## src/rtl/wbs_pkg.sv

```systemverilog
package wbs_pkg;
    typedef enum logic {
        ST_IDLE,
        ST_WAIT
    } wbs_state_e;

    typedef enum logic [1:0] {
        TERM_NONE,
        TERM_ACK,
        TERM_ERR,
        TERM_RTY
    } wbs_term_e;
endpackage

```

## src/rtl/wbs_timer.sv

```systemverilog
module wbs_timer
    import wbs_pkg::*;
#(
    parameter int WAIT_W = 4
) (
    input  logic              clk,
    input  logic              rst,
    input  logic              strobe,
    input  logic [WAIT_W-1:0] wait_cfg,
    output logic              fire
);
    wbs_state_e        st_q, st_d;
    logic [WAIT_W-1:0] cnt_q;

    // state register
    always_ff @(posedge clk) begin
        if (rst) st_q <= ST_IDLE;
        else     st_q <= st_d;
    end

    // next state
    always_comb begin
        st_d = st_q;
        unique case (st_q)
            ST_IDLE: if (strobe && wait_cfg != '0) st_d = ST_WAIT;   // start wait
            ST_WAIT: if (!strobe || cnt_q >= wait_cfg) st_d = ST_IDLE; // abandon / close
            default: st_d = ST_IDLE;
        endcase
    end

    // cycles already spent in the current beat
    always_ff @(posedge clk) begin
        if (rst)                  cnt_q <= '0;
        else if (st_d == ST_WAIT) cnt_q <= cnt_q + 1'b1;
        else                      cnt_q <= '0;
    end

    // output decode
    always_comb begin
        fire = 1'b0;
        if (strobe && !rst) begin
            unique case (st_q)
                ST_IDLE: fire = (wait_cfg == '0);
                ST_WAIT: fire = (cnt_q >= wait_cfg);
                default: fire = 1'b0;
            endcase
        end
    end

    AST_WAIT_HAD_STB: assert property (@(posedge clk) disable iff (rst)
        (st_q == ST_WAIT) |-> $past(strobe));
    AST_WAITED_FIRE_PRIOR: assert property (@(posedge clk) disable iff (rst)
        (fire && wait_cfg != '0) |-> $past(strobe));
    AST_WAIT_NO_FIRE_LOW: assert property (@(posedge clk) disable iff (rst)
        !strobe |-> !fire);
endmodule

```

## src/rtl/wbs_decode.sv

```systemverilog
module wbs_decode
    import wbs_pkg::*;
#(
    parameter int ADDR_W = 6,
    parameter int DEPTH  = 16,
    parameter int PAT_W  = 2
) (
    input  logic                clk,
    input  logic                rst,
    input  logic                fire,
    input  logic [ADDR_W-1:0]   adr,
    input  logic                busy,
    input  logic [2**PAT_W-1:0] retry_map,
    output wbs_term_e           term
);
    localparam logic [ADDR_W:0] LIMIT = (ADDR_W+1)'(DEPTH);

    logic [PAT_W-1:0] beat_q;
    logic             in_range;

    assign in_range = {1'b0, adr} < LIMIT;

    always_ff @(posedge clk) begin
        if (rst)       beat_q <= '0;
        else if (fire) beat_q <= beat_q + 1'b1;
    end

    always_comb begin
        if (!fire)                        term = TERM_NONE;
        else if (!in_range)               term = TERM_ERR;
        else if (busy || retry_map[beat_q]) term = TERM_RTY;
        else                              term = TERM_ACK;
    end

    AST_ERR_BEATS_RTY: assert property (@(posedge clk) disable iff (rst)
        (fire && !in_range && busy) |-> (term == TERM_ERR));
endmodule

```

## src/rtl/wbs_store.sv

```systemverilog
module wbs_store #(
    parameter int DATA_W = 32,
    parameter int DEPTH  = 16
) (
    input  logic                     clk,
    input  logic                     rst,
    input  logic                     wr_en,
    input  logic                     rd_en,
    input  logic [$clog2(DEPTH)-1:0] idx,
    input  logic [DATA_W-1:0]        wdata,
    input  logic [DATA_W/8-1:0]      sel,
    output logic [DATA_W-1:0]        rdata
);
    localparam int LANES = DATA_W / 8;

    logic [DATA_W-1:0] mem [DEPTH];
    logic [DATA_W-1:0] lane_mask;

    for (genvar l = 0; l < LANES; l++) begin : g_lane
        assign lane_mask[8*l +: 8] = {8{sel[l]}};
    end

    always_ff @(posedge clk) begin
        if (rst) begin
            for (int w = 0; w < DEPTH; w++) mem[w] <= '0;
        end else if (wr_en) begin
            mem[idx] <= (mem[idx] & ~lane_mask) | (wdata & lane_mask);
        end
    end

    assign rdata = rd_en ? mem[idx] : '0;

    AST_RD_WR_EXCL: assert property (@(posedge clk) disable iff (rst)
        !(wr_en && rd_en));
endmodule

```

## src/rtl/wb_wait_slave.sv

```systemverilog
module wb_wait_slave
    import wbs_pkg::*;
#(
    parameter int DATA_W = 32,
    parameter int ADDR_W = 6,
    parameter int DEPTH  = 16,
    parameter int WAIT_W = 4,
    parameter int PAT_W  = 2
) (
    input  logic                clk,
    input  logic                rst,
    input  logic                bus_cyc,
    input  logic                bus_stb,
    input  logic                bus_we,
    input  logic [ADDR_W-1:0]   bus_adr,
    input  logic [DATA_W-1:0]   bus_wdata,
    input  logic [DATA_W/8-1:0] bus_sel,
    input  logic                busy,
    input  logic [WAIT_W-1:0]   wait_cycles,
    input  logic [2**PAT_W-1:0] retry_map,
    output logic [DATA_W-1:0]   bus_rdata,
    output logic                bus_ack,
    output logic                bus_err,
    output logic                bus_rty
);
    localparam int              IDX_W = $clog2(DEPTH);
    localparam logic [ADDR_W:0] LIMIT = (ADDR_W+1)'(DEPTH);

    initial begin
        AST_DATA_WIDTH: assert (DATA_W == 8 || DATA_W == 16 || DATA_W == 32 || DATA_W == 64);
    end

    logic      strobe, fire;
    wbs_term_e term;

    assign strobe = bus_cyc && bus_stb;

    wbs_timer #(.WAIT_W(WAIT_W)) u_timer (
        .clk      (clk),
        .rst      (rst),
        .strobe   (strobe),
        .wait_cfg (wait_cycles),
        .fire     (fire)
    );

    wbs_decode #(.ADDR_W(ADDR_W), .DEPTH(DEPTH), .PAT_W(PAT_W)) u_decode (
        .clk       (clk),
        .rst       (rst),
        .fire      (fire),
        .adr       (bus_adr),
        .busy      (busy),
        .retry_map (retry_map),
        .term      (term)
    );

    assign bus_ack = (term == TERM_ACK);
    assign bus_err = (term == TERM_ERR);
    assign bus_rty = (term == TERM_RTY);

    wbs_store #(.DATA_W(DATA_W), .DEPTH(DEPTH)) u_store (
        .clk   (clk),
        .rst   (rst),
        .wr_en (bus_ack && bus_we),
        .rd_en (bus_ack && !bus_we),
        .idx   (bus_adr[IDX_W-1:0]),
        .wdata (bus_wdata),
        .sel   (bus_sel),
        .rdata (bus_rdata)
    );

    AST_RESP_ONEHOT0: assert property (@(posedge clk) disable iff (rst)
        $onehot0({bus_ack, bus_err, bus_rty}));
    AST_TERM_IN_STB: assert property (@(posedge clk) disable iff (rst)
        (bus_ack || bus_err || bus_rty) |-> (bus_cyc && bus_stb));
    AST_ERR_RANGE: assert property (@(posedge clk) disable iff (rst)
        bus_err |-> ({1'b0, bus_adr} >= LIMIT));
    AST_BUSY_RTY: assert property (@(posedge clk) disable iff (rst)
        (busy && ({1'b0, bus_adr} < LIMIT)) |-> !bus_ack);
    AST_RDATA_QUIET: assert property (@(posedge clk) disable iff (rst)
        !(bus_ack && !bus_we) |-> (bus_rdata == '0));
endmodule

```

## config.mk

```make
export PLATFORM = sky130hd
export DESIGN_NAME = wb_wait_slave
export DESIGN_NICKNAME = d
export VERILOG_FILES = /design/src/rtl/wbs_pkg.sv /design/src/rtl/wbs_timer.sv /design/src/rtl/wbs_decode.sv /design/src/rtl/wbs_store.sv /design/src/rtl/wb_wait_slave.sv
export SDC_FILE = /design/constraint.sdc
export NUM_CORES = 1
export LEC_CHECK = 0
export BUFFER_PORTS_ARGS = -buffer_cell sky130_fd_sc_hd__buf_4
export CAP_MARGIN = 10
export CORE_MARGIN = 4
export CORE_UTILIZATION = 62
export DETAILED_ROUTE_END_ITERATION = 6
export HOLD_SLACK_MARGIN = 0.1
export PLACE_DENSITY = 0.8
export SYNTH_ARGS = -nofsm -noshare
export SYNTH_HDL_FRONTEND = slang
export SYNTH_SLANG_ARGS = --single-unit
export TNS_END_PERCENT = 50
```

## constraint.sdc

```tcl
create_clock -name clk -period 3.4 [get_ports clk]
set_input_delay 0.17 -clock clk [delete_from_list [all_inputs] [get_ports clk]]
set_output_delay 0.17 -clock clk [all_outputs]
set_load 0.05 [all_outputs]
```

==> flow_results.org <==
** Floorplanning
- For this configuration, the core starts out at a cell density of 0.631.
- Die X-Extent :: 201 µm
- The die covers 0.0405 mm².
- In this run the standard cell core region covers about 0.037 mm².
- The die is about 200 µm tall.
- Pin placement for this block handled between 90 and 100 I/O pins.
- After floorplanning, the core was divided into 70 placement rows.

** Cells and area
- Synthesis-to-layout area growth :: 13.8%
- Antenna Cells :: 0
- Net total in the final layout :: 1847
- For this run, the share of the core covered by cells in the final layout is 0.718.
- Cell Count, Final, Fillers Out :: about 2300
- Layout filler cell count :: 2243
- Fraction of layout cells with a size suffix above 1 :: 0.227

** Place
- In this run the tool buffered the top-level ports with 90 buffer cells.
- RD Place Congestion :: 0.847
- Half-perimeter wire length of the detailed placement result :: 37000 µm
- Number of instances in the placed design :: approximately 2200

** Yosys
- Top cells by area, synth :: sky130_fd_sc_hd__edfxtp_1 (66%), sky130_fd_sc_hd__nor2_1 (9.0%), sky130_fd_sc_hd__mux4_2 (6.3%)
- In this run, distinct cell masters in the synthesized netlist total 44.
- Synthesis produced a netlist whose cell count is roughly 1700.
- The number of nets in the synthesized netlist is between 1500 and 2000.
- Most used flip-flop cell after synthesis :: sky130_fd_sc_hd__edfxtp_1
- After synthesis, the most frequently instantiated cells are sky130_fd_sc_hd__nor2_1 (558), sky130_fd_sc_hd__edfxtp_1 (512), sky130_fd_sc_hd__mux4_2 (65).
- Largest area contributor in the synthesized netlist :: sky130_fd_sc_hd__edfxtp_1
- Seq/Total Area, Yosys :: 0.670
- Post-synthesis sequential element count :: approximately 520
- During synthesis, Yosys emitted a total of 0 warnings.
- Yosys mapped a number of flops with a built-in enable equal to 512.
- For this run, asynchronously set or reset flops after synthesis account for 0.
- Average size of a mapped cell :: 13.7 µm²
- Cell area after synthesis :: ~0.023 mm²
- Synth top area share :: 0.664
- Among all cell types in the netlist, the one instantiated most often is sky130_fd_sc_hd__nor2_1.

** Min path
- In this run the most critical hold path is launched from bus_wdata[16].
- Hold Path Class :: input pin to flip-flop
- The path with the worst hold slack has its endpoint at u_store.mem[11][16].
- Number of cells traversed by the worst hold path :: 4

** Clock tree
- TritonCTS Sinks :: about 520
- Root Buffer Master :: sky130_fd_sc_hd__clkbuf_16
- CTS built an H-tree with a depth of 2.
- The clock passes through at most 3 buffers.
- The later pin in the worst-skew pair is clocked with a latency of 570 ps.
- Post-CTS clock slew at the launch and capture registers of the worst setup and hold paths :: 60 ps
- TritonCTS built the clock tree.
- CTS buffer count :: 50

** Flow run
- Maximum Capacitance Violations :: 0

** Routing
- The first routing iteration left 2236 violations.
- Number of vias per cell :: 6.72
- After detailed routing, no signal wire sits above met4.
- Wire length on met3 :: 7700 µm
- Average wire per standard cell :: 27.0 µm
- DRC violations left :: 0
- DRT met1 WL :: 21000 µm
- The routed layout has 15400 vias.
- For this block, the routed nets add up to 61900 µm of wire.
- Drt pass-1 iters :: 5
- Remaining antenna violation count :: 0
- Wire length on met2 :: slightly above 30000 µm

** GRT
- Global-route wire length before repair :: 93700 µm
- The initial antenna violation count came to 0.
- Global routing finished with a remaining overflow of 0.
- Tot GR Track Use :: 0.303
- Number of global-route vias before repair :: 15800
- Largest net degree at the start of global routing :: between 50 and 60

** Timing
- Summed negative setup slack over all endpoints :: 0 ps
- Maximum clock skew at final layout :: around 17 ps
- Measured against its own limit, the worst slew margin works out to 0.510.
- The clock period could shrink to 3210 ps.
- Based on the critical path, the design can be clocked at up to 311 MHz.
- At the pin with the least slew margin, the transition time is 735 ps.
- In the finished design, the share of the clock period the worst path needs comes to 0.945.
- Number of max-slew violations in the final report :: 0
- Final-report hold violation count :: 0
- Final setup vio count :: 0
- Setup repair after global routing missed its margin :: no

** Worst setup path
- Setup CP Type :: flip-flop to primary output
- Crit path launch type :: flip-flop
- STA classifies the critical path endpoint as a primary output.
- STA puts the critical path data required time at ~3200 ps.
- Worst endpoint data arrival time :: 3040 ps
- Worst setup path startpoint :: u_decode.beat_q[0]
- In this run the worst path has a maximum fanout of 24.
- Setup slack of the most critical reg-to-reg path :: 500 ps
- Terminus of the critical flop-to-flop path :: u_store.mem[2][7]
- Worst Reg2Reg Path Length in Cells :: 8
- Worst R2R Start :: u_decode.beat_q[0]

** Run status
- Run status :: finished, final reports clean

** Pwr
- Power per unit of standard cell area :: 542 mW/mm²
- The analysis attributes to cell leakage a power of 9.86 nW.
- IR analysis of the VDD net gives a maximum drop of around 0.43 mV.
- Final Power :: 14.3 mW
cell type report:
cell class                      count  area (µm²)  share of cell area
Timing Repair Buffer              203        1710              0.0648
Inverter                           12        45.0             0.00171
Tap cell                          468         586              0.0222
Multi-Input combinational cell   1000        6800               0.258
Clock inverter                     33         392              0.0149
Sequential cell                   519       15500               0.589
Clock buffer                       59        1310              0.0496
what timing repair did:
action                     4_1_cts  5_1_grt
pin swaps                        1        0
hold buffers                     1        0
buffers inserted                 2        0
setup endpoints to repair        4       14
gates resized for setup          0        1
hold endpoints to repair         1        0
metrics by stage:
| step | worst slack [ps] | hold slack, ps | instance area, µm² |
|---|---|---|---|
| after floorplan | 280 | 239 | 23200 |
| after global placement | 593 | 338 | 24600 |
| after detailed placement | 548 | 344 | 24600 |
| after CTS | 70.8 | 207 | 26300 |
| after global routing | 12.6 | 257 | 26400 |
| final | 186 | 227 | 26400 |
sequential cells by signal, indices dropped and copies added, names as in the netlist:
register	cells
u_timer.st_q	1
u_decode.beat_q	2
u_timer.cnt_q	4
u_store.mem	512
critical path, stage by stage (launching register included):
cell and delay [ps]:
sky130_fd_sc_hd__dfxtp_1 370, sky130_fd_sc_hd__mux4_2 540, sky130_fd_sc_hd__nor4_4 210, sky130_fd_sc_hd__buf_4 180
sky130_fd_sc_hd__buf_4 170, sky130_fd_sc_hd__nand4b_1 130, sky130_fd_sc_hd__buf_4 300, sky130_fd_sc_hd__a211oi_1 300
sky130_fd_sc_hd__buf_4 270
cells in the final DEF, fill, tap and decap left out, types with 5 or more instances in the layout:
master,n
sky130_fd_sc_hd__clkbuf_1,8
sky130_fd_sc_hd__o221ai_1,32
sky130_fd_sc_hd__a211oi_1,32
sky130_fd_sc_hd__nor2b_1,5
sky130_fd_sc_hd__ha_1,5
sky130_fd_sc_hd__mux2i_1,64
sky130_fd_sc_hd__nor2_1,557
sky130_fd_sc_hd__buf_4,187
sky130_fd_sc_hd__clkbuf_16,51
sky130_fd_sc_hd__mux4_2,65
sky130_fd_sc_hd__a221o_1,32
sky130_fd_sc_hd__a22oi_1,32
sky130_fd_sc_hd__clkinv_1,11
sky130_fd_sc_hd__inv_1,11
sky130_fd_sc_hd__mux2_2,64
sky130_fd_sc_hd__edfxtp_1,512
sky130_fd_sc_hd__dfxtp_1,7
sky130_fd_sc_hd__bufinv_16,9
sky130_fd_sc_hd__nand3_1,8
sky130_fd_sc_hd__nand4_1,10
sky130_fd_sc_hd__and3_1,9
sky130_fd_sc_hd__o22ai_1,32
sky130_fd_sc_hd__nand2_1,17
sky130_fd_sc_hd__buf_12,14
sky130_fd_sc_hd__clkinv_2,9
worst max path at each step:
stage	cells after the start	slack [ps]	to
after global placement	6	590	u_store.mem[0][19]
after detailed placement	6	550	u_store.mem[2][28]
after global routing	8	10	bus_rdata[30]
after CTS	9	70	bus_rdata[13]
after floorplan	9	280	bus_rty
final	8	190	bus_rdata[13]
metal layers:
metal | up-vias | GRT usage
li1 | 6492 | -
met1 | 7571 | 0.396
met2 | 1138 | 0.498
met3 | 207 | 0.0616
met4 | 0 | 0.138
met5 | - | 0
power by group:
part           internal, mW  leakage (nW)  switching (mW)
combinational         0.434          3.69           0.803
clock                  3.42         0.821            2.35
sequential             7.21          5.36          0.0620
kinds of logic after synthesis:
kind of cell	Yosys count	share of synthesized area
mux	193	0.122
buf+inv	170	0.0373
compound gates	168	0.0577
flops	519	0.670
xor+xnor	2	0.000756
simple gates	632	0.110
fa+ha+maj	5	0.00270
No activity file was read; power rests on OpenSTA's default activity.
